## src/rtl/pgwalk_pkg.sv

```systemverilog
// Shared constants and the walker state type.
// Assumes entries are four bytes wide, so entry addresses are word aligned.
package pgwalk_pkg;
    localparam int ENT_LOG = 2;   // log2 of entry size in bytes
    localparam int BIT_P   = 0;   // present flag position
    localparam int BIT_W   = 1;   // writable flag position
    localparam int BIT_U   = 2;   // user flag position

    typedef enum logic [2:0] {
        ST_IDLE,
        ST_RD_DIR,
        ST_RD_TBL,
        ST_DONE,
        ST_FAULT
    } walk_st_t;
endpackage

```

## src/rtl/pgwalk_seq.sv

```systemverilog
// Walk sequencer: captures a request when idle, then steps through the
// directory read, the table read and a response state.
// Assumes mem_ack is only asserted while a read is requested.
module pgwalk_seq
    import pgwalk_pkg::*;
#(
    parameter int ADDR_W = 32
) (
    input  logic              clk,
    input  logic              rst_n,
    input  logic              req_valid,
    input  logic [ADDR_W-1:0] req_vaddr,
    input  logic              req_write,
    input  logic              req_user,
    input  logic              mem_ack,
    input  logic [ADDR_W-1:0] mem_rdata,
    input  logic              entry_fault,
    output walk_st_t          st,
    output logic [ADDR_W-1:0] vaddr_q,
    output logic              write_q,
    output logic              user_q,
    output logic [ADDR_W-1:0] dir_ent_q
);
    // State register and request / directory entry capture.
    always_ff @(posedge clk) begin
        if (!rst_n) begin
            st        <= ST_IDLE;
            vaddr_q   <= '0;
            write_q   <= 1'b0;
            user_q    <= 1'b0;
            dir_ent_q <= '0;
        end else begin
            case (st)
                ST_IDLE: if (req_valid) begin
                    vaddr_q <= req_vaddr;
                    write_q <= req_write;
                    user_q  <= req_user;
                    st      <= ST_RD_DIR;
                end
                ST_RD_DIR: if (mem_ack) begin
                    dir_ent_q <= mem_rdata;
                    st        <= entry_fault ? ST_FAULT : ST_RD_TBL;
                end
                ST_RD_TBL: if (mem_ack) begin
                    st <= entry_fault ? ST_FAULT : ST_DONE;
                end
                default: st <= ST_IDLE;
            endcase
        end
    end

    // An absent directory entry must go straight to the fault state.
    p_absent_dir_skips_table_r5: assert property (@(posedge clk) disable iff (!rst_n)
        (st == ST_RD_DIR && mem_ack && !mem_rdata[BIT_P]) |=> (st == ST_FAULT));

    // The captured request must not change while a walk is in flight.
    p_request_held_r11: assert property (@(posedge clk) disable iff (!rst_n)
        (st != ST_IDLE) |=> ($stable(vaddr_q) && $stable(write_q) && $stable(user_q)));
endmodule

```

## src/rtl/pgwalk_addr.sv

```systemverilog
// Address former: builds the entry read address for the current step and
// the final physical address from a table entry.
// Assumes the offset width equals index width plus entry size log2.
module pgwalk_addr
    import pgwalk_pkg::*;
#(
    parameter int ADDR_W = 32,
    parameter int IDX_W  = 10
) (
    input  logic              at_table,
    input  logic [ADDR_W-1:0] dir_base,
    input  logic [ADDR_W-1:0] vaddr,
    input  logic [ADDR_W-1:0] dir_ent,
    input  logic [ADDR_W-1:0] tbl_ent,
    output logic [ADDR_W-1:0] entry_addr,
    output logic [ADDR_W-1:0] phys_addr
);
    localparam int OFF_W = IDX_W + ENT_LOG;

    logic [IDX_W-1:0] dir_idx;
    logic [IDX_W-1:0] tbl_idx;

    // Split the virtual address into its two index fields.
    always_comb begin
        dir_idx = vaddr[ADDR_W-1 -: IDX_W];
        tbl_idx = vaddr[OFF_W+IDX_W-1 -: IDX_W];
    end

    // Pick the base and index for the step in progress.
    always_comb begin
        if (at_table)
            entry_addr = {dir_ent[ADDR_W-1:OFF_W], tbl_idx, {ENT_LOG{1'b0}}};
        else
            entry_addr = {dir_base[ADDR_W-1:OFF_W], dir_idx, {ENT_LOG{1'b0}}};
    end

    // Join the frame base with the byte offset.
    always_comb begin
        phys_addr = {tbl_ent[ADDR_W-1:OFF_W], vaddr[OFF_W-1:0]};
    end
endmodule

```

## src/rtl/pgwalk_perm.sv

```systemverilog
// Permission checker: decides whether the entry just read ends the walk
// with a fault and forms the error code {user, write, protection}.
// Assumes dir_ent holds the directory entry when at_table is high.
module pgwalk_perm
    import pgwalk_pkg::*;
(
    input  logic       at_table,
    input  logic [2:0] entry_flags,
    input  logic [2:0] dir_flags,
    input  logic       is_write,
    input  logic       is_user,
    output logic       fault,
    output logic [2:0] errcode
);
    logic present;
    logic wr_ok;
    logic usr_ok;
    logic prot;

    // Combine the flags of both levels and test them against the request.
    always_comb begin
        present = entry_flags[BIT_P];
        wr_ok   = dir_flags[BIT_W] & entry_flags[BIT_W];
        usr_ok  = dir_flags[BIT_U] & entry_flags[BIT_U];
        prot    = at_table && present && ((is_write && !wr_ok) || (is_user && !usr_ok));
        fault   = !present || prot;
        errcode = {is_user, is_write, prot};
    end
endmodule

```

## src/rtl/pgwalk_top.sv

```systemverilog
// Two-level page table walker top: joins the sequencer, the address former
// and the permission checker, and registers the response and fault address.
// Assumes one outstanding memory read and a base that stays stable per walk.
module pgwalk_top
    import pgwalk_pkg::*;
#(
    parameter int ADDR_W = 32,
    parameter int IDX_W  = 10
) (
    input  logic              clk,
    input  logic              rst_n,
    input  logic [ADDR_W-1:0] dir_base,
    input  logic              req_valid,
    output logic              req_ready,
    input  logic [ADDR_W-1:0] req_vaddr,
    input  logic              req_write,
    input  logic              req_user,
    output logic              mem_req,
    output logic [ADDR_W-1:0] mem_addr,
    input  logic              mem_ack,
    input  logic [ADDR_W-1:0] mem_rdata,
    output logic              rsp_valid,
    output logic              rsp_fault,
    output logic [ADDR_W-1:0] rsp_paddr,
    output logic [2:0]        rsp_errcode,
    output logic [ADDR_W-1:0] fault_vaddr
);
    localparam int OFF_W = IDX_W + ENT_LOG;

    walk_st_t          st;
    logic [ADDR_W-1:0] vaddr_q;
    logic              write_q;
    logic              user_q;
    logic [ADDR_W-1:0] dir_ent_q;
    logic              at_table;
    logic              entry_fault;
    logic [2:0]        entry_err;
    logic [ADDR_W-1:0] phys_addr;
    logic [ADDR_W-1:0] paddr_q;
    logic [2:0]        err_q;
    logic [ADDR_W-1:0] fva_q;
    logic              unused_bits;

    assign at_table    = (st == ST_RD_TBL);
    assign unused_bits = ^{dir_base[OFF_W-1:0], dir_ent_q[OFF_W-1:3], mem_rdata[OFF_W-1:3]};

    pgwalk_seq #(.ADDR_W(ADDR_W)) seq_i (
        .clk(clk), .rst_n(rst_n),
        .req_valid(req_valid), .req_vaddr(req_vaddr),
        .req_write(req_write), .req_user(req_user),
        .mem_ack(mem_ack), .mem_rdata(mem_rdata),
        .entry_fault(entry_fault),
        .st(st), .vaddr_q(vaddr_q), .write_q(write_q),
        .user_q(user_q), .dir_ent_q(dir_ent_q)
    );

    pgwalk_addr #(.ADDR_W(ADDR_W), .IDX_W(IDX_W)) addr_i (
        .at_table(at_table), .dir_base(dir_base), .vaddr(vaddr_q),
        .dir_ent(dir_ent_q), .tbl_ent(mem_rdata),
        .entry_addr(mem_addr), .phys_addr(phys_addr)
    );

    pgwalk_perm perm_i (
        .at_table(at_table), .entry_flags(mem_rdata[2:0]),
        .dir_flags(dir_ent_q[2:0]), .is_write(write_q), .is_user(user_q),
        .fault(entry_fault), .errcode(entry_err)
    );

    // Decode handshake and response strobes from the walk state.
    always_comb begin
        req_ready = (st == ST_IDLE);
        mem_req   = (st == ST_RD_DIR) || (st == ST_RD_TBL);
        rsp_valid = (st == ST_DONE) || (st == ST_FAULT);
        rsp_fault = (st == ST_FAULT);
    end

    // Register the result of the final read and the faulting address.
    always_ff @(posedge clk) begin
        if (!rst_n) begin
            paddr_q <= '0;
            err_q   <= '0;
            fva_q   <= '0;
        end else if (mem_req && mem_ack) begin
            if (entry_fault) begin
                err_q <= entry_err;
                fva_q <= vaddr_q;
            end else if (at_table) begin
                err_q   <= '0;
                paddr_q <= phys_addr;
            end
        end
    end

    assign rsp_paddr   = paddr_q;
    assign rsp_errcode = err_q;
    assign fault_vaddr = fva_q;

    // A response lasts a single cycle.
    p_rsp_single_r11: assert property (@(posedge clk) disable iff (!rst_n)
        rsp_valid |=> !rsp_valid);

    // No read and no response while ready for a new request.
    p_ready_only_idle_r11: assert property (@(posedge clk) disable iff (!rst_n)
        req_ready |-> (!mem_req && !rsp_valid));

    // An unacknowledged read keeps its request and address.
    p_read_held_r12: assert property (@(posedge clk) disable iff (!rst_n)
        (mem_req && !mem_ack) |=> (mem_req && $stable(mem_addr)));

    // Fault code upper bits mirror the captured request.
    p_err_mirrors_req_r9: assert property (@(posedge clk) disable iff (!rst_n)
        (rsp_valid && rsp_fault) |-> (rsp_errcode[1] == write_q && rsp_errcode[2] == user_q));

    // A successful walk does not disturb the fault address register.
    p_fva_kept_on_success_r10: assert property (@(posedge clk) disable iff (!rst_n)
        (rsp_valid && !rsp_fault) |-> $stable(fault_vaddr));
endmodule

```

## config.mk

```make
export PLATFORM = sky130hd
export DESIGN_NAME = pgwalk_top
export DESIGN_NICKNAME = d
export VERILOG_FILES = /design/src/rtl/pgwalk_pkg.sv /design/src/rtl/pgwalk_seq.sv /design/src/rtl/pgwalk_addr.sv /design/src/rtl/pgwalk_perm.sv /design/src/rtl/pgwalk_top.sv
export SDC_FILE = /design/constraint.sdc
export NUM_CORES = 1
export LEC_CHECK = 0
export CAP_MARGIN = 20
export CORE_UTILIZATION = 39
export DETAILED_ROUTE_END_ITERATION = 7
export PLACE_DENSITY = 0.8
export SLEW_MARGIN = 20
export SYNTH_ARGS = -nofsm -noshare
export SYNTH_HDL_FRONTEND = slang
export SYNTH_SLANG_ARGS = --single-unit
```

## constraint.sdc

```tcl
create_clock -name clk -period 1.6 [get_ports clk]
set_clock_uncertainty 0.05 [all_clocks]
set_input_delay 0.24 -clock clk [delete_from_list [all_inputs] [get_ports clk]]
set_output_delay 0.24 -clock clk [all_outputs]
set_load 0.01 [all_outputs]
```

# Yosys cells after proc, flatten, opt, wreduce, memory -nomap -nowiden
# Index checks and enable logic that the tools add are counted.
totals:
  out_inout_bits: 103
  regBits: 136
  elab_cells: 47
  in_bits: 102
op_classes:
  reduce_logical: 20
  mux: 9
  eq_ne: 7
  bitwise_logic: 3
ops:
  columns: ["op", "count"]
  rows:
  - ["$mux W32", 1]
  - ["$mux W3", 7]
  - ["$pmux W3 S3", 1]
  - ["$reduce_and A2 Y1", 4]
  - ["$eq A3 B2 Y1 const B", 2]
  - ["$ne A2 B2 Y1 const B", 3]
  - ["$reduce_and A3 Y1", 2]
  - ["$logic_and A1 B1 Y1", 5]
  - ["$logic_or A1 B1 Y1", 4]
  - ["$eq A3 B1 Y1 const B", 1]
  - ["$eq A3 B3 Y1 const B", 1]
  - ["$logic_not A1 Y1", 3]
  - ["$logic_not A3 Y1", 1]
  - ["$and A1 B1 Y1", 2]
  - ["$reduce_bool A2 Y1", 1]
  - ["$not A1 Y1", 1]

# Longest topological paths before layout
# Gate-level depths: netlist of the first run.
depth:
  ltp_word: 9
  depth_mapped: 7
  mapped_depth_nobuf: 4

# Modules after synthesis
# A second synthesis of the first run with hierarchy kept.
hier_totals:
  hier_cells: 693
  hier_area_um2: 6180.9
by_module_without_submodules:
  columns: ["module", "instances", "seq_area_each_um2", "cells_per_inst", "area_per_inst_um2"]
  rows:
  - ["pgwalk_top", 1, 1341.3, 306, 2813.9]
  - ["pgwalk_seq", 1, 1381.3, 310, 2568.7]
  - ["pgwalk_addr", 1, 0.0, 68, 743.2]
  - ["pgwalk_perm", 1, 0.0, 9, 55.1]

# Worst setup path after synthesis of the first run
# OpenSTA, ideal clock, no wires.
synth_timing:
  path_kind: "register -> register"
  start: "reg seq_i.st[1]"
  end: "reg fva_q[0] (netlist: fault_vaddr[0])"
  required_ns: 1.478
  arrival_time_ns: 1.609
  path_buffers: 3
  setup_ns: 0.072
  synth_period_minus_slack_ns: 1.730
  path_stages_with_launch: 8
  slack_ns: -0.130
  cell_sequence: "dfxtp_1 -> buf_6 -> or3b_1 -> a21oi_2 -> a21boi_2 -> buf_6 -> buf_12 -> mux2i_1"
synth_between:
  elab_chain_len: 5
  elab_cells_between_ends: 8
  classes_between: "eq/ne (2); reduce/logical (6)"
synth_rtl:
  columns: ["item", "line", "rtl"]
  rows:
  - ["start: declaration", "pgwalk_seq.sv:18", "output walk_st_t st,"]
  - ["start signal: assignment", "pgwalk_seq.sv:42", "st <= entry_fault ? ST_FAULT : ST_RD_TBL;"]
  - ["start signal: assignment", "pgwalk_seq.sv:45", "st <= entry_fault ? ST_FAULT : ST_DONE;"]
  - ["$eq A3 B2 Y1", "pgwalk_top.sv:44, pgwalk_top.sv:72", null]
  - ["$logic_and A1 B1 Y1 (2 in a row)", "pgwalk_perm.sv:25", "prot = at_table && present && ((is_write && !wr_ok) || (is_user && !usr_ok));"]
  - ["$logic_or A1 B1 Y1", "pgwalk_perm.sv:26", "fault = !present || prot;"]
  - ["$reduce_and A2 Y1 (no source line) (*)", null, null]
  - ["end signal: assignment", "pgwalk_top.sv:86", "fva_q <= vaddr_q;"]
  - ["end: declaration", "pgwalk_top.sv:41", "logic [ADDR_W-1:0] fva_q;"]
# Every way passes the cells marked *; elsewhere a longest branch is shown, timed or not.
# A chain may end at the register's enable or synchronous reset.

# Worst setup path in the final report of the first run
layout_timing:
  start: "reg seq_i.st[0]"
  end: "reg fva_q[15] (netlist: fault_vaddr[15])"
# The elaborated chain is that of the path after synthesis.

==> summary.txt, run 1 <==
status = complete, but fails checks
failing checks = negative setup slack
hold_buf cts = 0
Seq/Total Area, Yosys = 49.36%
post-route cell area = 9346 µm²
initial antenna violation count = 0
critical path startpoint = seq_i.st[0]
largest net degree at the start of global routing = 50
Slew Viols, Final = 0
final setup vio count = 158
Gate power share = 18.1%
Int Pwr = 6.209 mW
Layout area overhead = 82.91%
die extent in y = 116.5 µm
Worst setup SP type = register
Synth Area per Inst = 8.933 µm²
Initial Utilization = 40.17%
Final Hold Vio Count = 0
Yosys top cell area share = 49.36%
routability cong. = 0.8086
Post-DP Area = 7219 µm²
Nets = 918
synthesized flop and latch total = 126
Cells after Synth = 572
RSZ-0062 raised after global routing = yes
Sw Share = 24.99%
post-synthesis cell type count = 37
Clk Latency, worst-skew pair = 0.41 ns
Die W = 116.5 µm
Hold Path Class = in2reg
most common library cells after synthesis = 179 x nand2_1, 126 x dfxtp_1, 65 x mux2i_1, 58 x a21oi_1, 38 x nor2_1
fin util = 73.47%
PwrDens = 885.6 nW/µm²
Residual DRC = 0
flop-to-flop setup slack = -0.53 ns
Buffers on Ports = 181
first-pass GRT wire length = 25160 µm
Mapped Area = 5110 µm²
Seq pwr share = 40.2%
Routed WL per cell = 18.83 µm
Warnings, synthesis = 0
vias in the first global route = 5054
met2 Track Usage GR = 43.59%
post-detail-place hpwl = 9673 µm
top post-synthesis cells by area = dfxtp_1 49%, nand2_1 13%, mux2i_1 13%, mux2_2 6.6%, a21oi_1 5.7%
CP endpoint kind = register
cts bufs inserted = 17
WHS = 0.3103 ns
core area = 12720 µm²
HP Start = rst_n
CP peak stage delay = 0.40 ns
Top Usage Layer GRT = met2
post-route ant nets = 0
most area-hungry cell type in the Yosys netlist = dfxtp_1
fillers = 846
Clock Power Share = 41.7%
antenna cell count = 0
CTS tree = built
clk root buf = clkbuf_16
DR vias = 5090
Cell Chain, Critical Path = buf_6, or3b_4, a21oi_4, a21boi_4, buf_12, buf_8, buf_16, mux2i_2
worst flop-to-flop path startpoint = seq_i.st[0]
most frequent cell after synthesis = nand2_1
drt via density = 5.090
FF+latch area = 2526 µm²
Rows = 41
clk buf depth = 2
share of cells above drive strength 1 = 34.90%
GRT overflow = 0
clock sink count = 126
Setup WS post-layout = -0.5331 ns
Routed WL = 18830 µm
worst setup path category = reg2reg
Worst path top cell family by delay = buffers and inverters
Main synth FF type = dfxtp_1
H-tree depth = 4
Period minus WS final = 2.133 ns
LEAKAGE = 4.310 nW
Multi-input gate area = 2939 µm²
overall routing resource usage = 24.76%
die area = 13560 µm²
Crit-path slowest cell = or3b_4
Worst Path Max Fanout = 5
clock-pin slew on the worst setup and hold paths = 0.05 ns
max-cap violation count = 0
Ports = 205
Buf/Inv on CP = 4
1st-iter DRT viols = 263
EDFF count, synth = 0
TritonRoute pass-1 iters = 4
IR drop worst, VDD = 563.8 µV
fraction of registers with async set/reset = 0%
Required @ worst endpoint = 1.88 ns
met1 Usage GRT = 27.31%
Worst EP arrival = 2.41 ns
Peak Freq = 0.4688 GHz
Net Switching = 2.069 mW
final period utilization = 133.3%
GR Util met3 = 7.525%
==> through the flow <==
| stage | setup WS (ns) | instances | setup TNS [ns] | total power [mW] |
|---|---|---|---|---|
| after floorplan | -0.09428 | 573 | -4.689 | 3.798 |
| after global placement | -0.4455 | 915 | -39.46 | 4.287 |
| after detailed placement | -0.5078 | 915 | -42.76 | 4.313 |
| after CTS | -0.4651 | 979 | -29.52 | 7.913 |
| after global routing | -0.6027 | 1000 | -58.48 | 8.572 |
| final | -0.5331 | 1000 | -49.17 | 8.277 |
==> routing by layer <==
layer / part of all wire, % / vias up
li1: - / 2377
met2: 52 / 207
met5: 0 / -
met3: 7.2 / 45
met1: 38 / 2461
met4: 2.9 / 0
==> sequential cells by signal, indices dropped and copies added, names as in the netlist <==
register	cells
rsp_paddr	32
seq_i.st	3
fault_vaddr	32
seq_i.user_q	1
seq_i.vaddr_q	32
seq_i.dir_ent_q	22
rsp_errcode	3
seq_i.write_q	1
==> worst register-to-register path: stages (launching register included) <==
cell and delay, ns:
dfxtp_2 0.36, buf_6 0.13, or3b_4 0.40, a21oi_4 0.19, a21boi_4 0.31, buf_12 0.16
buf_8 0.12, buf_16 0.12, mux2i_2 0.21
==> power groups by stage <==
stage	Sequential, mW	Combinational [mW]	Clock, mW
after floorplan	3.36	0.441	0
after global placement	3.37	0.920	0
after detailed placement	3.37	0.939	0
after CTS	3.31	1.13	3.47
after global routing	3.34	1.58	3.66
final	3.33	1.50	3.45
==> final timing paths <==
path / end / depth (start not counted)
setup / recovery: fault_vaddr[15] / 8
hold / removal: seq_i.vaddr_q[24] / 4
setup reg to reg: fault_vaddr[15] / 8
hold reg to reg: fault_vaddr[8] / 2
==> area by class of cell <==
class                           instances  area share (%)
Inverter                                2         0.08032
Clock buffer                           25           5.301
Multi-Input combinational cell        402           31.45
Timing Repair Buffer                  267           33.47
Tap cell                              172           2.303
Sequential cell                       126           27.03
Clock inverter                          6          0.3748
==> kinds of logic after synthesis <==
kind of cell               Yosys count  synth area share [%]
AOI/OAI and AO/OA                   68                 7.199
adders and majority gates            1                0.1959
buffers and inverters               45                 5.019
DFF                                126                 49.36
muxes                               95                 19.34
other                                1               0.07339
and+or+nand+nor                    236                 18.81
==> what timing repair did <==
action                     4_1_cts  5_1_grt
gates resized for setup        266      193
gates cloned                     9       11
pin swaps                        5       50
setup endpoints to repair      123      198
setup buffers                   24       16
==> placed cells by master, fill, tap and decap left out, drive strengths merged, types with 3 or more instances in the layout <==
master           n
dfxtp          126
clkinv           4
dlymetal6s2s    39
buf            113
mux2i           65
nand2          179
nand2b           5
a21oi           59
clkbuf          33
mux2            30
clkdlybuf4s50   85
a21boi           3
nor2            38
dlygate4sd2     22
Note: power is estimated with default switching activity, not from simulation.
==> run 2: changes to the inputs <==
--- a/config.mk
+++ b/config.mk
@@ -5,9 +5,10 @@
 export SDC_FILE = /design/constraint.sdc
 export NUM_CORES = 1
 export LEC_CHECK = 0
-export CAP_MARGIN = 20
+export CAP_MARGIN = 10
 export CORE_UTILIZATION = 39
 export DETAILED_ROUTE_END_ITERATION = 7
+export GPL_TIMING_DRIVEN = 0
 export PLACE_DENSITY = 0.8
 export SLEW_MARGIN = 20
 export SYNTH_ARGS = -nofsm -noshare
==> summary.txt, run 2 (same netlist as run 1, synthesis figures left out) <==
status = complete, but fails checks
failing checks = negative setup slack
worst setup path category = reg2out
max-cap violation count = 0
Buffers on Ports = 180
TritonRoute pass-1 iters = 5
fin util = 72.02%
Ports = 205
die area = 13560 µm²
Worst Path Max Fanout = 5
CP endpoint kind = output pin
drt via density = 4.909
1st-iter DRT viols = 290
GRT overflow = 0
Design Power = 8.257 mW
antenna cell count = 0
clk root buf = clkbuf_16
Multi-input gate area = 2729 µm²
IR drop worst, VDD = 562.4 µV
Period minus WS final = 2.160 ns
Hold Path Class = in2reg
RSZ-0062 raised after global routing = yes
Layout area overhead = 79.31%
clock sink count = 126
Final Hold Vio Count = 0
routability cong. = 0.7473
H-tree depth = 4
post-route ant nets = 0
Worst EP arrival = 1.87 ns
Nets = 935
LEAKAGE = 4.173 nW
CTS tree = built
share of cells above drive strength 1 = 29.23%
PwrDens = 901.1 nW/µm²
WHS = 0.3219 ns
FF+latch area = 2534 µm²
first-pass GRT wire length = 26590 µm
Routed WL = 17460 µm
cts bufs inserted = 17
final setup vio count = 138
core area = 12720 µm²
final period utilization = 135.0%
most frequent cells in the layout = 157 x nand2_1, 123 x dfxtp_1, 83 x clkdlybuf4s50_1, 68 x buf_6, 62 x mux2i_1
Clk Latency, worst-skew pair = 0.42 ns
Slew Viols, Final = 0
overall routing resource usage = 26.31%
vias in the first global route = 5174
largest net degree at the start of global routing = 17
Setup WS post-layout = -0.5595 ns
fillers = 926
Routed WL per cell = 17.17 µm
Die W = 116.5 µm
Worst Max-Slew Pin Slew = 0.7068 ns
clk buf depth = 2
hold_buf cts = 0
post-detail-place hpwl = 10410 µm
DR vias = 4992
clock-pin slew on the worst setup and hold paths = 0.05 ns
Worst setup SP type = register
Required @ worst endpoint = 1.31 ns
initial antenna violation count = 0
Initial Utilization = 40.17%
flop-to-flop setup slack = -0.51 ns
Residual DRC = 0
most common cell after layout, fill and taps aside = nand2_1
setup TNS = -50.13 ns
die extent in y = 116.5 µm
Rows = 41
relative slew slack = 52.88%
Peak Freq = 0.4631 GHz
## run 2: cell count changes in the layout (fill, tap and decap cells not counted), sizes merged
cell and change:
clkbuf +13, dlygate4sd2 +10, dlymetal6s2s -8, buf +3
clkdlybuf4s50 -2, bufinv +1, clkinv +1, clkinvlp -1
## run 2: final timing paths
path / start / end / cells after the start
max: seq_i.st[0] / mem_addr[9] / 6
min: req_vaddr[8] / seq_i.vaddr_q[8] / 3
max reg2reg: seq_i.st[0] / fault_vaddr[17] / 9
min reg2reg: fault_vaddr[9] / fault_vaddr[9] / 2
## run 2: critical path, stage by stage (launching register included)
cell	delay [ns]
dfxtp_4	0.36
nor3b_4	0.24
buf_6	0.18
buf_12	0.11
buf_12	0.11
mux2_4	0.31
buf_6	0.12
## run 2: what timing repair did
item,CTS,global route
gates resized for setup,353,101
gates cloned,13,0
endpoints found under the hold margin,0,0
setup buffers,49,14
endpoints found under the setup margin,187,189
pin swaps,19,20
## run 2: layer usage
metal / up-vias / share of wire, % / global-route usage, %
met1: 2356 / 39 / 28.40
li1: 2414 / - / -
met4: 0 / 1.8 / 11.20
met5: - / 0 / 0
met3: 26 / 7.6 / 9.133
met2: 196 / 52 / 46.59
## run 2: cell type report
cell class	count	area share, %
Multi-Input combinational cell	402	29.78
Clock inverter	7	0.6828
Buffer	38	4.274
Inverter	2	0.08193
Timing Repair Buffer	246	29.92
Clock buffer	24	5.257
Tap cell	172	2.349
Sequential cell	126	27.65
## run 2: stage by stage
stage          cells  worst slack, ns  instance area [µm²]
2_1_floorplan    573         -0.09428                 5127
3_3_place_gp     925          -0.7944                 7144
3_5_place_dp     925          -0.7760                 7144
4_1_cts         1015          -0.6168                 8974
5_1_grt         1017          -0.6108                 9163
6_report        1017          -0.5595                 9163
## run 2: where the power goes
part | leakage, nW | switching (mW) | internal (mW)
logic | 2.88 | 0.581 | 0.764
clock network | 0.270 | 1.36 | 2.23
registers | 1.02 | 0.0813 | 3.24
